`src/rtl/rxfc_pkg.sv`:
```
package rxfc_pkg;
   localparam int unsigned CRC_W = 32;
   localparam logic [CRC_W-1:0] CRC_POLY    = 32'hEDB88320;
   localparam logic [CRC_W-1:0] CRC_PRESET  = 32'hFFFFFFFF;
   localparam logic [CRC_W-1:0] CRC_RESIDUE = 32'hDEBB20E3;

   // status byte layout
   localparam int unsigned ST_READ  = 7;
   localparam int unsigned ST_GOOD  = 5;
   localparam int unsigned ST_END   = 4;
   localparam int unsigned ST_SHORT = 3;
   localparam int unsigned ST_CRC   = 1;
   localparam int unsigned ST_OVF   = 0;
   localparam logic [7:0]  ST_RESET = 8'h80;

   typedef struct packed {
      logic good;
      logic short_f;
      logic crc_bad;
      logic ovf;
   } verdict_t;
endpackage

```
`src/rtl/rxfc_crc_byte.sv`:
```
module rxfc_crc_byte
   import rxfc_pkg::*;
#(
   parameter int unsigned DW = 8
) (
   input  logic [CRC_W-1:0] crc_in,
   input  logic [DW-1:0]    data,
   output logic [CRC_W-1:0] crc_out
);
   logic [DW:0][CRC_W-1:0] stage;

   assign stage[0] = crc_in;
   for (genvar b = 0; b < DW; b++) begin : g_bit
      assign stage[b+1] = (stage[b][0] ^ data[b]) ?
                          ((stage[b] >> 1) ^ CRC_POLY) : (stage[b] >> 1);
   end
   assign crc_out = stage[DW];
endmodule

```
`src/rtl/rxfc_crc_acc.sv`:
```
module rxfc_crc_acc
   import rxfc_pkg::*;
#(
   parameter int unsigned DW = 8
) (
   input  logic             clk,
   input  logic             rst_n,
   input  logic             start,
   input  logic             advance,
   input  logic [DW-1:0]    data,
   output logic [CRC_W-1:0] crc_nx
);
   logic [CRC_W-1:0] crc_q;
   logic [CRC_W-1:0] seed;

   assign seed = start ? CRC_PRESET : crc_q;

   rxfc_crc_byte #(.DW(DW)) u_step (
      .crc_in (seed),
      .data   (data),
      .crc_out(crc_nx)
   );

   always_ff @(posedge clk) begin
      if (!rst_n)       crc_q <= CRC_PRESET;
      else if (advance) crc_q <= crc_nx;
   end
endmodule

```
`config.mk`:
```
export PLATFORM = sky130hd
export DESIGN_NAME = rxfc_crc_acc
export DESIGN_NICKNAME = d
export VERILOG_FILES = /design/src/rtl/rxfc_pkg.sv /design/src/rtl/rxfc_crc_byte.sv /design/src/rtl/rxfc_crc_acc.sv
export SDC_FILE = /design/constraint.sdc
export NUM_CORES = 1
export LEC_CHECK = 0
export BUFFER_PORTS_ARGS = -buffer_cell sky130_fd_sc_hd__buf_2
export CAP_MARGIN = 20
export CORE_ASPECT_RATIO = 1.4
export CORE_MARGIN = 2
export CORE_UTILIZATION = 35
export CTS_CLUSTER_DIAMETER = 80
export DETAILED_ROUTE_END_ITERATION = 6
export PLACE_DENSITY = 0.54
export SLEW_MARGIN = 15
export SYNTH_ARGS = -nofsm -noshare
export SYNTH_HDL_FRONTEND = slang
export SYNTH_SLANG_ARGS = --single-unit
```
`constraint.sdc`:
```
create_clock -name clk -period 2.45 [get_ports clk]
set_input_delay 0.49 -clock clk [delete_from_list [all_inputs] [get_ports clk]]
set_output_delay 0.49 -clock clk [all_outputs]
set_load 0.1 [all_outputs]
```
==> Flow_metrics.wiki, run 1 <==
{| class="wikitable"
! Metric !! Value
|-
| Inserted Clock Buffers || 5
|-
| Cells after DPL || 488
|-
| Complex-gate fraction of the synthesized area || 13.46%
|-
| Die height || 103.1 um
|-
| Most frequent cell after synthesis || sky130_fd_sc_hd__nor2_1
|-
| Number of synthesized flops with an enable pin || 0
|-
| Setup ws final || -291.7 ps
|-
| Post-route cell area || 4962 sq um
|-
| Part of the Yosys area used for sequential elements || 26.10%
|-
| Largest cells by area after synthesis || sky130_fd_sc_hd__dfxtp_1 26%, sky130_fd_sc_hd__xnor2_1 16%, sky130_fd_sc_hd__nor2_1 11%, sky130_fd_sc_hd__xor2_1 8.2%, sky130_fd_sc_hd__xnor3_1 4.6%
|-
| Result of the run || finished, violations left
|-
| Largest regs || crc_q: 32 flops
|-
| Die Outline Area || 7709 sq um
|-
| M1 wire length || 3.504 mm
|-
| Final worst path period share || 111.9%
|-
| Proportion of netlist area held by the largest area contributor || 26.10%
|-
| Number of antenna violations at the first check in global routing || 0
|-
| FF/Latch Area || 655.6 sq um
|-
| Adder and majority cell fraction of the synthesized area || 0%
|-
| Number of distinct standard cells referenced by the synthesized netlist || 32
|-
| Fraction of layout instances using a drive strength above 1 || 56.44%
|-
| Number of H-tree branching levels || 2
|-
| Footprint of the multi-input gates || 2515 sq um
|-
| Number of fillers in the final layout || 496
|-
| Wire length of the first global-routing pass || 13.15 mm
|-
| Ports placed on the boundary || 44
|-
| Number of flip-flops and latches in the synthesized netlist || 32
|-
| Multiplexer share of the synthesized area || 0.8155%
|-
| Routed length on met2 || 4.285 mm
|-
| Ys flop type || sky130_fd_sc_hd__dfxtp_1
|-
| Count of antenna diodes in the layout || 0
|-
| Average via count per standard cell || 4.739
|-
| Relative slew slack || 72.42%
|-
| Antenna viol nets, final || 0
|-
| Area of the mapped netlist || 2455 sq um
|-
| Met3 WL post-DR || 215 um
|-
| Ys async rst share || 0%
|-
| Synthesized netlist net count || 312
|-
| Post-route DRC || 0
|-
| Number of failing hold endpoints at the final stage || 0
|-
| Reg with most FFs || crc_q
|-
| HPWL after detailed placement || 5.836 mm
|-
| Slowest cell on the critical path || sky130_fd_sc_hd__xor3_4
|-
| Routed len/inst || 15.66 um
|-
| Fmax || 0.3647 GHz
|-
| Worst hold slack after final layout || 485.3 ps
|-
| Maximum fanout encountered on the critical timing path || 5
|-
| Number of setup violations in the final report || 27
|-
| Fin. max-slew vios || 0
|-
| Violations in the final reports || setup timing
|-
| Max Buffers Root-to-Sink || 2
|-
| Clock-pin slew on the worst setup and hold paths || 70 ps
|-
| Data required time at the worst endpoint || 1960 ps
|-
| Kind of end point of the critical path || output pin
|-
| Vias in the first global route || 2,511
|-
| Number of flip-flops under the largest register name || 32
|-
| Core Area || 6892 sq um
|-
| Sequence of cells on the critical path || buf_4 -> buf_6 -> xnor2_1 -> nor2_1 -> xnor2_2 -> buf_6 -> xor3_4 -> buf_12
|-
| P&R area growth vs syn || 102.1%
|-
| Total via count after detailed routing || 2,474
|-
| Transition at the pin with the smallest max-transition slack || 410.8 ps
|-
| First drt pass iteration count || 4
|-
| Maximum number of pins on one net before global-route repair || 26
|-
| Class of the tightest hold or removal check || flip-flop to flip-flop
|-
| TritonCTS clock tree || done
|-
| Critical Path Max Stage Delay || 530 ps
|-
| Count of non-filler cells in the finished layout || 522
|-
| Clock root buffer master || sky130_fd_sc_hd__clkbuf_8
|-
| Row count || 36
|-
| Data arrival time of the worst path || 2250 ps
|-
| Combinational family with the most area after synthesis || XOR/XNOR gates
|-
| Avg Cell Area, Syn || 8.183 sq um
|-
| Synthesized instance count || 300
|-
| Horiz. Die Dim || 74.78 um
|-
| Synthesized-area fraction occupied by and/or/nand/nor cells || 17.64%
|-
| Global route total overflow || 0
|-
| Count of synthesis-stage warnings from yosys || 0
|-
| Source of the critical timing path || crc_q[1]
|-
| Global-route usage over all layers || 23.32%
|-
| Worst setup slack before clock tree synthesis || -279.6 ps
|-
| Launching element type of the critical path || flip-flop
|-
| Routability congestion estimate || 0.8614
|-
| Worst Path Class, Setup || flip-flop to output pin
|-
| Worst reg2reg path startpoint || crc_q[0]
|-
| Most Frequent Cell on Critical Path || sky130_fd_sc_hd__buf_6
|-
| Layout Nets || 439
|-
| Synth area leader || sky130_fd_sc_hd__dfxtp_1
|-
| Post-Route WL || 8.173 mm
|-
| Number of sinks on the clock net || 32
|-
| Post-synthesis share of cell area spent on xor and xnor gates || 36.80%
|-
| Max-cap check violation count || 0
|-
| Number of hold-repair buffers added at the cts stage || 0
|-
| Clock latency reported for the late side of the worst-skew pair || 290 ps
|-
| Initial Utilization || 35.62%
|-
| Source of the worst hold timing path || crc_q[9]
|-
| Top metal layer carrying routed signals || met4
|-
| RSZ-0062 raised after global routing || yes
|-
| Shortest period the worst path allows || 2742 ps
|-
| Iteration-0 DRC Markers || 108
|-
| Synth cell count leaders || 69 x sky130_fd_sc_hd__nor2_1, 46 x sky130_fd_sc_hd__xnor2_1, 32 x sky130_fd_sc_hd__dfxtp_1
|-
| Port bufs || 43
|-
| Setup clock skew after layout || 4.029 ps
|-
| Placed Instance Area || 4318 sq um
|}
-- repair_timing --
action	in CTS	in global routing
endpoints found under the hold margin	0	0
setup buffers	19	8
pin swaps	19	7
endpoints found under the setup margin	25	28
gates cloned	1	0
gates resized for setup	45	17
-- final cells by class --
type / count / area share (%)
clock buffers: 7 / 1.942
inverters: 4 / 0.3026
multi-input cells: 242 / 50.68
flip-flops and latches: 32 / 13.21
well taps: 95 / 2.395
repair buffers: 142 / 31.47
-- cell families (layout without fill, tap and decap cells) --
logic type | Yosys count | in the layout
DFF | 32 | 32
and+or+nand+nor | 107 | 107
AOI/OAI and AO/OA | 49 | 49
xor gates and xnor gates | 84 | 84
buffers and inverters | 26 | 153
muxes | 2 | 2
-- routing by layer --
metal  vias up  track usage (%)
met5         -                0
met4         0            8.516
met3        13            3.030
met2        46            38.73
met1      1188            30.83
li1       1227                -
-- per-stage QoR --
step	setup TNS (ps)	utilization [%]
global placement	-2312	62.65
finish	-3920	72.00
global route	-6407	72.00
floorplan	-5653	-
detailed placement	-2306	62.65
CTS	-3196	69.95
-- cell usage in the layout (no fill, tap or decap), drive strengths merged --
cell type,instances
xor3,2
a21oi,4
buf,141
nand2,20
xor2,24
nor3,6
dfxtp,32
a211o,5
nor2b,5
xnor3,6
bufbuf,1
a211oi,10
mux2i,2
o2bb2a,1
nand3,7
xnor2,52
o211ai,6
a2bb2oi,2
o21ai,21
clkbuf,7
nor2,69
inv,4
-- worst max-delay path: cells and delay by family, from the launching register on --
| family | cells | cell delay (ps) |
|---|---|---|
| buf+inv | 4 | 590 |
| flops | 1 | 390 |
| xor+xnor | 3 | 800 |
| simple gates | 1 | 180 |
-- path summary, 6_finish.rpt --
| check | to | cells past startpoint | slack, ps |
|---|---|---|---|
| setup / recovery | crc_nx[25] | 8 | -290 |
| hold / removal | crc_q[9] | 2 | 490 |
| setup reg to reg | crc_q[23] | 15 | -110 |
| hold reg to reg | crc_q[9] | 2 | 490 |
Power of run 1 is not shown: default switching activity piles up to over one toggle a cycle in this logic, so the estimate is an artifact.
==> run 2: changes to the inputs <==
--- a/config.mk
+++ b/config.mk
@@ -7,12 +7,12 @@
 export LEC_CHECK = 0
 export BUFFER_PORTS_ARGS = -buffer_cell sky130_fd_sc_hd__buf_2
 export CAP_MARGIN = 20
-export CORE_ASPECT_RATIO = 1.4
 export CORE_MARGIN = 2
 export CORE_UTILIZATION = 35
 export CTS_CLUSTER_DIAMETER = 80
 export DETAILED_ROUTE_END_ITERATION = 6
 export PLACE_DENSITY = 0.54
+export SETUP_SLACK_MARGIN = 0.02
 export SLEW_MARGIN = 15
 export SYNTH_ARGS = -nofsm -noshare
 export SYNTH_HDL_FRONTEND = slang
==> run 2 against run 1 <==
The run still ends with setup timing left. Fmax is 0.60% higher. Utilization is 7.4 points higher. First-iteration DRC count is 25% higher. Hold slack worse by 3.2 ps. Sequential cell count stayed put. Via count is 6.0% higher. Wire length rose by 14%. Sequential share of layout area is 0.94 points lower. Critical path depth stayed put. Cell area rose by 8.7%.
==> Flow_metrics.wiki, run 2 (synthesis results as in run 1) <==
{| class="wikitable"
! Metric !! Value
|-
| Total leakage power || 0.002274 uW
|-
| Die height || 87.75 um (was 103.1 um)
|-
| Number of sinks on the clock net || 32 (unchanged)
|-
| Violations in the final reports || setup timing (unchanged)
|-
| Global-route usage over all layers || 24.84% (was 23.32%)
|-
| Number of setup violations in the final report || 25 (was 27)
|-
| Worst supply voltage drop on vdd || 1.581 mV
|-
| Post-route DRC || 0 (unchanged)
|-
| Setup clock skew after layout || 11.00 ps (was 4.029 ps)
|-
| Commonest non-fill, non-tap cell in the layout || sky130_fd_sc_hd__buf_4 (unchanged)
|-
| Commonest non-fill, non-tap cells in the layout || 89 x sky130_fd_sc_hd__buf_4, 60 x sky130_fd_sc_hd__nor2_1, 41 x sky130_fd_sc_hd__buf_12 (was 83 x sky130_fd_sc_hd__buf_4, 60 x sky130_fd_sc_hd__nor2_1, 36 x sky130_fd_sc_hd__buf_12)
|-
| Kind of end point of the critical path || output pin (unchanged)
|-
| Setup ws final || -275.3 ps (was -291.7 ps)
|-
| Number of H-tree branching levels || 2 (unchanged)
|-
| P&R area growth vs syn || 119.8% (was 102.1%)
|-
| FF-to-FF End || crc_q[23] (unchanged)
|-
| Relative slew slack || 70.13% (was 72.42%)
|-
| Number of fillers in the final layout || 389 (was 496)
|-
| Maximum fanout encountered on the critical timing path || 6 (was 5)
|-
| Clock group share of total power || 5.9%
|-
| Number of flip-flops under the largest register name || 32 (unchanged)
|-
| Largest regs || crc_q: 32 flops (unchanged)
|-
| Net switching power || 4077 uW
|-
| Fraction of layout instances using a drive strength above 1 || 60.14% (was 56.44%)
|-
| Switching portion of total power || 52.39%
|-
| Layout Nets || 455 (was 439)
|-
| Post-Route WL || 9.317 mm (was 8.173 mm)
|-
| Average via count per standard cell || 4.856 (was 4.739)
|-
| Initial Utilization || 36.13% (was 35.62%)
|-
| Routed len/inst || 17.25 um (was 15.66 um)
|-
| Total via count after detailed routing || 2,622 (was 2,474)
|-
| Routability congestion estimate || 0.8494 (was 0.8614)
|-
| RSZ-0062 raised after global routing || yes (unchanged)
|-
| Number of failing hold endpoints at the final stage || 0 (unchanged)
|-
| Maximum number of pins on one net before global-route repair || 26 (unchanged)
|-
| Max-cap check violation count || 0 (unchanged)
|-
| Port bufs || 43 (unchanged)
|-
| Post-route cell area || 5395 sq um (was 4962 sq um)
|-
| TritonCTS clock tree || done (unchanged)
|-
| Final core utilization || 79.41% (was 72.00%)
|-
| Ports placed on the boundary || 44 (unchanged)
|-
| Reg with most FFs || crc_q (unchanged)
|-
| Global route total overflow || 0 (unchanged)
|-
| Die Outline Area || 7700 sq um (was 7709 sq um)
|-
| Clock-pin slew on the worst setup and hold paths || 80 ps (was 70 ps)
|-
| Worst min-delay path endpoint || crc_q[10] (was crc_q[9])
|-
| Clock latency reported for the late side of the worst-skew pair || 300 ps (was 290 ps)
|-
| HPWL after detailed placement || 6.119 mm (was 5.836 mm)
|-
| Launching element type of the critical path || flip-flop (unchanged)
|-
| Class of the tightest hold or removal check || flip-flop to flip-flop (unchanged)
|-
| Internal Pwr Total || 3705 uW
|-
| Iteration-0 DRC Markers || 135 (was 108)
|-
| Fin. max-slew vios || 0 (unchanged)
|-
| Final worst path period share || 111.2% (was 111.9%)
|-
| Max Buffers Root-to-Sink || 2 (unchanged)
|-
| Result of the run || finished, violations left (unchanged)
|-
| Worst hold slack after final layout || 482.2 ps (was 485.3 ps)
|-
| Data arrival time of the worst path || 2240 ps (was 2250 ps)
|-
| Shortest period the worst path allows || 2725 ps (was 2742 ps)
|-
| Data required time at the worst endpoint || 1960 ps (about the same)
|-
| Clock root buffer master || sky130_fd_sc_hd__clkbuf_8 (unchanged)
|-
| Source of the worst hold timing path || crc_q[10] (was crc_q[9])
|-
| Antenna viol nets, final || 0 (unchanged)
|-
| Worst setup slack before clock tree synthesis || -279.2 ps (was -279.6 ps)
|-
| Comb pwr share || 84.5%
|-
| Count of antenna diodes in the layout || 0 (unchanged)
|-
| Worst reg2reg path startpoint || crc_q[0] (unchanged)
|-
| Share of power burned in registers || 9.7%
|-
| Transition at the pin with the smallest max-transition slack || 444.8 ps (was 410.8 ps)
|-
| Worst Path Class, Setup || flip-flop to output pin (unchanged)
|-
| First drt pass iteration count || 6 (was 4)
|-
| Number of cells on the worst hold path || 2 (unchanged)
|-
| Placed Instance Area || 4374 sq um (was 4318 sq um)
|-
| Total power per unit cell area || 1442 nW/um^2
|-
| Vias in the first global route || 2,685 (was 2,511)
|-
| Depth of the most critical reg-to-reg path || 15 (unchanged)
|-
| Wire length of the first global-routing pass || 14.24 mm (was 13.15 mm)
|-
| Core Area || 6794 sq um (was 6892 sq um)
|-
| Row count || 30 (was 36)
|-
| Number of antenna violations at the first check in global routing || 0 (unchanged)
|-
| Internal reg-to-reg setup slack || -240 ps (was -110 ps)
|-
| Fmax || 0.3669 GHz (was 0.3647 GHz)
|-
| Inserted Clock Buffers || 5 (unchanged)
|-
| Horiz. Die Dim || 87.75 um (was 74.78 um)
|}
run 2: changes by cell type in the layout (fill, tap and decap cells not counted), sizes merged:
cell,before,now
buf,141,158
bufbuf,1,0
clkinvlp,0,1
run 2: stage by stage:
step | instances | TNS (ps) | total power, uW
floorplan | 300 | -5589 | 4631
global placement | 494 | -2441 | 6634
global route | 540 | -5233 | 8044
finish | 540 | -3568 | 7781
detailed placement | 494 | -2521 | 6643
CTS | 531 | -2372 | 7599
run 2: worst max-delay path by stage:
| stage | from | to | slack [ps] | cells past startpoint |
|---|---|---|---|---|
| after floorplan | start | crc_nx[16] | -460 | 5 |
| after global placement | data[1] | crc_nx[20] | -210 | 9 |
| after detailed placement | data[1] | crc_nx[23] | -280 | 9 |
| after CTS | crc_q[4] | crc_nx[24] | -250 | 7 |
| after global routing | crc_q[1] | crc_nx[21] | -350 | 6 |
| final | crc_q[0] | crc_nx[23] | -280 | 8 |
run 2: cell type report:
type	instances	area [sq um]	share of cell area (%)
clock buffers	7	86.33	1.600
flip-flops and latches	32	661.9	12.27
multi-input cells	242	2739	50.77
repair buffers	158	1765	32.72
clock inverters	1	7.507	0.1391
well taps	96	120.1	2.226
inverters	4	15.01	0.2783
run 2: worst max-delay path, stage by stage (launching register included):
cell and delay, ps:
sky130_fd_sc_hd__dfxtp_4 490, sky130_fd_sc_hd__buf_12 140, sky130_fd_sc_hd__xnor2_4 120, sky130_fd_sc_hd__nor3_4 70
sky130_fd_sc_hd__o211ai_1 310, sky130_fd_sc_hd__o211ai_1 220, sky130_fd_sc_hd__nand2_2 230, sky130_fd_sc_hd__xnor2_4 150
sky130_fd_sc_hd__buf_12 190
run 2: layer usage:
layer	wire length (um)	track usage (%)
met1	3887	32.55
met3	301	4.053
met5	0	0
met2	4913	43.18
met4	215	5.455
run 2: power groups by stage:
stage                     clock [uW]  sequential, uW  combinational [uW]
after global placement             0             715                5920
after detailed placement           0             718                5930
final                            456             754                6570
after global routing             484             771                6790
after floorplan                    0             683                3950
after CTS                        453             740                6410
run 2: repair_timing:
item,in CTS,in global routing
endpoints found under the hold margin,0,0
resized for setup,79,31
hold buffers,0,0
buffers inserted,35,9
pin swaps,47,36
setup endpoints to repair,24,26
No activity file was read; power rests on OpenSTA's default activity.
==> run 3: changes to the inputs <==
--- a/config.mk
+++ b/config.mk
@@ -11,7 +11,7 @@
 export CORE_UTILIZATION = 35
 export CTS_CLUSTER_DIAMETER = 80
 export DETAILED_ROUTE_END_ITERATION = 6
-export PLACE_DENSITY = 0.54
+export PLACE_DENSITY = 0.56
 export SETUP_SLACK_MARGIN = 0.02
 export SLEW_MARGIN = 15
 export SYNTH_ARGS = -nofsm -noshare
==> constraint.sdc (replaced) <==
create_clock -name clk -period 2.3 [get_ports clk]
set_input_delay 0.46 -clock clk [delete_from_list [all_inputs] [get_ports clk]]
set_output_delay 0.46 -clock clk [all_outputs]
set_load 0.1 [all_outputs]
==> run 3 against run 2 <==
The flow still finishes with violations (setup timing). Critical path depth stayed put. Wire length is 6.0% higher. Utilization is 1.5 points higher. Global-route usage is 0.73 points higher. Cell count is 0.19% lower. Critical path type unchanged. Highest routed layer unchanged.
==> Flow_metrics.wiki, run 3 (synthesis results as in run 1) <==
{| class="wikitable"
! Metric !! Value
|-
| Vias in the first global route || 2,792 (was 2,685)
|-
| Setup clock skew after layout || 7.185 ps (was 11.00 ps)
|-
| Number of setup violations in the final report || 26 (was 25)
|-
| Comb pwr share || 85.4% (was 84.5%)
|-
| Commonest non-fill, non-tap cell in the layout || sky130_fd_sc_hd__buf_4 (unchanged)
|-
| Wire length of the first global-routing pass || 14.72 mm (was 14.24 mm)
|-
| Row count || 30 (unchanged)
|-
| Global route total overflow || 0 (unchanged)
|-
| Sequence of cells on the critical path || xor2_1 -> nand3_1 -> buf_4 -> o211ai_1 -> o211ai_1 -> nand2_2 -> xnor2_4 -> buf_12 (was buf_12 -> xnor2_4 -> nor3_4 -> o211ai_1 -> o211ai_1 -> nand2_2 -> xnor2_4 -> buf_12)
|-
| RSZ-0062 raised after global routing || yes (unchanged)
|-
| Commonest non-fill, non-tap cells in the layout || 79 x sky130_fd_sc_hd__buf_4, 55 x sky130_fd_sc_hd__nor2_1, 41 x sky130_fd_sc_hd__buf_12 (was 89 x sky130_fd_sc_hd__buf_4, 60 x sky130_fd_sc_hd__nor2_1, 41 x sky130_fd_sc_hd__buf_12)
|-
| Number of flip-flops under the largest register name || 32 (unchanged)
|-
| Max-cap check violation count || 0 (unchanged)
|-
| Clock group share of total power || 5.1% (was 5.9%)
|-
| Total power || 8479 uW (was 7781 uW)
|-
| Post-Route WL || 9.873 mm (was 9.317 mm)
|-
| Delay-heaviest family, CP || XOR/XNOR gates (was compound AO/OA/AOI/OAI gates)
|-
| FF/Latch Area || 668.1 sq um (was 661.9 sq um)
|-
| Clock latency reported for the late side of the worst-skew pair || 290 ps (was 300 ps)
|-
| Maximum number of pins on one net before global-route repair || 25 (was 26)
|-
| Post-route DRC || 0 (unchanged)
|-
| Layout Nets || 455 (unchanged)
|-
| Depth of the most critical reg-to-reg path || 11 (was 15)
|-
| Final worst path period share || 117.3%
|-
| Switching portion of total power || 52.31% (was 52.39%)
|-
| Maximum fanout encountered on the critical timing path || 4 (was 6)
|-
| Total leakage power || 0.002281 uW (was 0.002274 uW)
|-
| Die Outline Area || 7700 sq um (unchanged)
|-
| Number of sinks on the clock net || 32 (unchanged)
|-
| TritonCTS clock tree || done (unchanged)
|-
| Fin. max-slew vios || 0 (unchanged)
|-
| Routed len/inst || 18.32 um (was 17.25 um)
|-
| Port bufs || 43 (unchanged)
|-
| Internal Pwr Total || 4043 uW (was 3705 uW)
|-
| Core Area || 6794 sq um (unchanged)
|-
| Launching element type of the critical path || flip-flop (unchanged)
|-
| Worst supply voltage drop on vdd || 1.749 mV (was 1.581 mV)
|-
| Average via count per standard cell || 5.015 (was 4.856)
|-
| Internal reg-to-reg setup slack || 30 ps (was -240 ps)
|-
| Worst min-delay path endpoint || crc_q[31] (was crc_q[10])
|-
| Setup ws final || -397.2 ps (was -275.3 ps)
|-
| Transition at the pin with the smallest max-transition slack || 383.3 ps (was 444.8 ps)
|-
| Number of H-tree branching levels || 2 (unchanged)
|-
| Number of failing hold endpoints at the final stage || 0 (unchanged)
|-
| Iteration-0 DRC Markers || 142 (was 135)
|-
| Routability congestion estimate || 0.8286 (was 0.8494)
|-
| Source of the worst hold timing path || crc_q[31] (was crc_q[10])
|-
| Class of the tightest hold or removal check || flip-flop to flip-flop (unchanged)
|-
| Buffers & Inverters on Critical Path || 2 (unchanged)
|-
| Share of power burned in registers || 9.5% (was 9.7%)
|-
| Violations in the final reports || setup timing (unchanged)
|-
| Number of cells on the worst hold path || 2 (unchanged)
|-
| Antenna viol nets, final || 0 (unchanged)
|-
| Number of antenna violations at the first check in global routing || 0 (unchanged)
|-
| Data arrival time of the worst path || 2240 ps (about the same)
|-
| HPWL after detailed placement || 6.210 mm (was 6.119 mm)
|-
| Initial Utilization || 36.13% (unchanged)
|-
| Worst reg2reg path startpoint || crc_q[0] (unchanged)
|-
| Kind of end point of the critical path || output pin (unchanged)
|-
| First drt pass iteration count || 4 (was 6)
|-
| Relative slew slack || 74.36% (was 70.13%)
|-
| Most Frequent Cell on Critical Path || sky130_fd_sc_hd__o211ai_1
|-
| Global-route usage over all layers || 25.57% (was 24.84%)
|-
| Clock-pin slew on the worst setup and hold paths || 70 ps (was 80 ps)
|-
| Worst Path Class, Setup || flip-flop to output pin (unchanged)
|-
| Shortest period the worst path allows || 2697 ps
|-
| Count of antenna diodes in the layout || 0 (unchanged)
|-
| Footprint of the multi-input gates || 2820 sq um (was 2739 sq um)
|-
| Fraction of layout instances using a drive strength above 1 || 62.08% (was 60.14%)
|-
| Clock root buffer master || sky130_fd_sc_hd__clkbuf_8 (unchanged)
|-
| FF-to-FF End || crc_q[16] (was crc_q[23])
|-
| Number of fillers in the final layout || 347 (was 389)
|-
| Reg with most FFs || crc_q (unchanged)
|-
| Critical Path Max Stage Delay || 410 ps (was 490 ps)
|-
| Ports placed on the boundary || 44 (unchanged)
|-
| Total via count after detailed routing || 2,703 (was 2,622)
|-
| Worst setup slack before clock tree synthesis || -433.1 ps (was -279.2 ps)
|-
| Result of the run || finished, violations left (unchanged)
|-
| Max Buffers Root-to-Sink || 2 (unchanged)
|-
| Slowest cell on the critical path || sky130_fd_sc_hd__dfxtp_4 (unchanged)
|-
| Fmax || 0.3708 GHz
|-
| Horiz. Die Dim || 87.75 um (unchanged)
|-
| Inserted Clock Buffers || 5 (unchanged)
|-
| Data required time at the worst endpoint || 1840 ps (was 1960 ps)
|-
| Net switching power || 4435 uW (was 4077 uW)
|-
| P&R area growth vs syn || 123.8% (was 119.8%)
|-
| Number of hold-repair buffers added at the cts stage || 0 (unchanged)
|-
| Die height || 87.75 um (unchanged)
|-
| Largest regs || crc_q: 32 flops (unchanged)
|-
| Total power per unit cell area || 1543 nW/um^2 (was 1442 nW/um^2)
|}
run 3: cell types whose count changed in the layout (fill, tap and decap cells not counted), moves of 3 or more:
cell	before	now
sky130_fd_sc_hd__xnor2_4	33	36
sky130_fd_sc_hd__buf_6	17	25
sky130_fd_sc_hd__buf_4	89	79
sky130_fd_sc_hd__nor2_4	7	11
sky130_fd_sc_hd__nor2_1	60	55
run 3: per-layer routing:
layer / part of all wire [%] / up-vias / track usage (%)
met1: 42 / 1339 / 32.45
met3: 4.1 / 16 / 5.655
met4: 1.7 / 0 / 9.091
li1: - / 1261 / -
met5: 0 / - / 0
met2: 53 / 87 / 42.91
run 3: area by class of cell:
type | count | share of cell area, %
Inverter | 4 | 0.2733
Clock buffer | 6 | 1.321
Timing Repair Buffer | 158 | 32.63
Clock inverter | 1 | 0.09110
Multi-Input combinational cell | 242 | 51.33
Tap cell | 96 | 2.186
Sequential cell | 32 | 12.16
run 3: how the worst max path moves through the flow:
stage	startpoint	depth (start not counted)	to	slack, ps
2_1_floorplan	data[0]	5	crc_nx[18]	-490
3_3_place_gp	data[1]	9	crc_nx[23]	-310
3_5_place_dp	data[1]	9	crc_nx[20]	-430
4_1_cts	crc_q[5]	7	crc_nx[18]	-340
5_1_grt	crc_q[3]	7	crc_nx[20]	-470
6_report	crc_q[3]	8	crc_nx[20]	-400
run 3: through the flow:
step	cells	hold slack (ps)	utilization [%]	TNS, ps	instance area [sq um]
2_1_floorplan	300	442.4	-	-5885	3283
3_3_place_gp	494	458.6	66.78	-4420	4537
3_5_place_dp	494	471.2	66.78	-5100	4537
4_1_cts	529	485.9	76.98	-4659	5230
5_1_grt	539	514.5	80.87	-7334	5494
6_report	539	498.5	80.87	-6037	5494
run 3: power by group through the flow:
stage	combinational (uW)	clock, uW	sequential, uW
global placement	6420	0	770
global route	7460	458	821
detailed placement	6450	0	774
finish	7240	433	807
CTS	7040	435	785
floorplan	4310	0	731
run 3: repair_timing:
item | 4_1_cts | 5_1_grt
endpoints found under the setup margin | 27 | 30
buffers inserted | 32 | 18
gates cloned | 0 | 0
pin swaps | 43 | 28
resized for setup | 79 | 38
run 3: worst reg2reg max path, delay by kind of cell (launching register included):
kind / cells / cell delay, ps
AO/OA/AOI/OAI: 1 / 120
XOR/XNOR: 3 / 690
buffers and inverters: 5 / 720
flip-flops: 1 / 450
AND/OR/NAND/NOR: 2 / 170
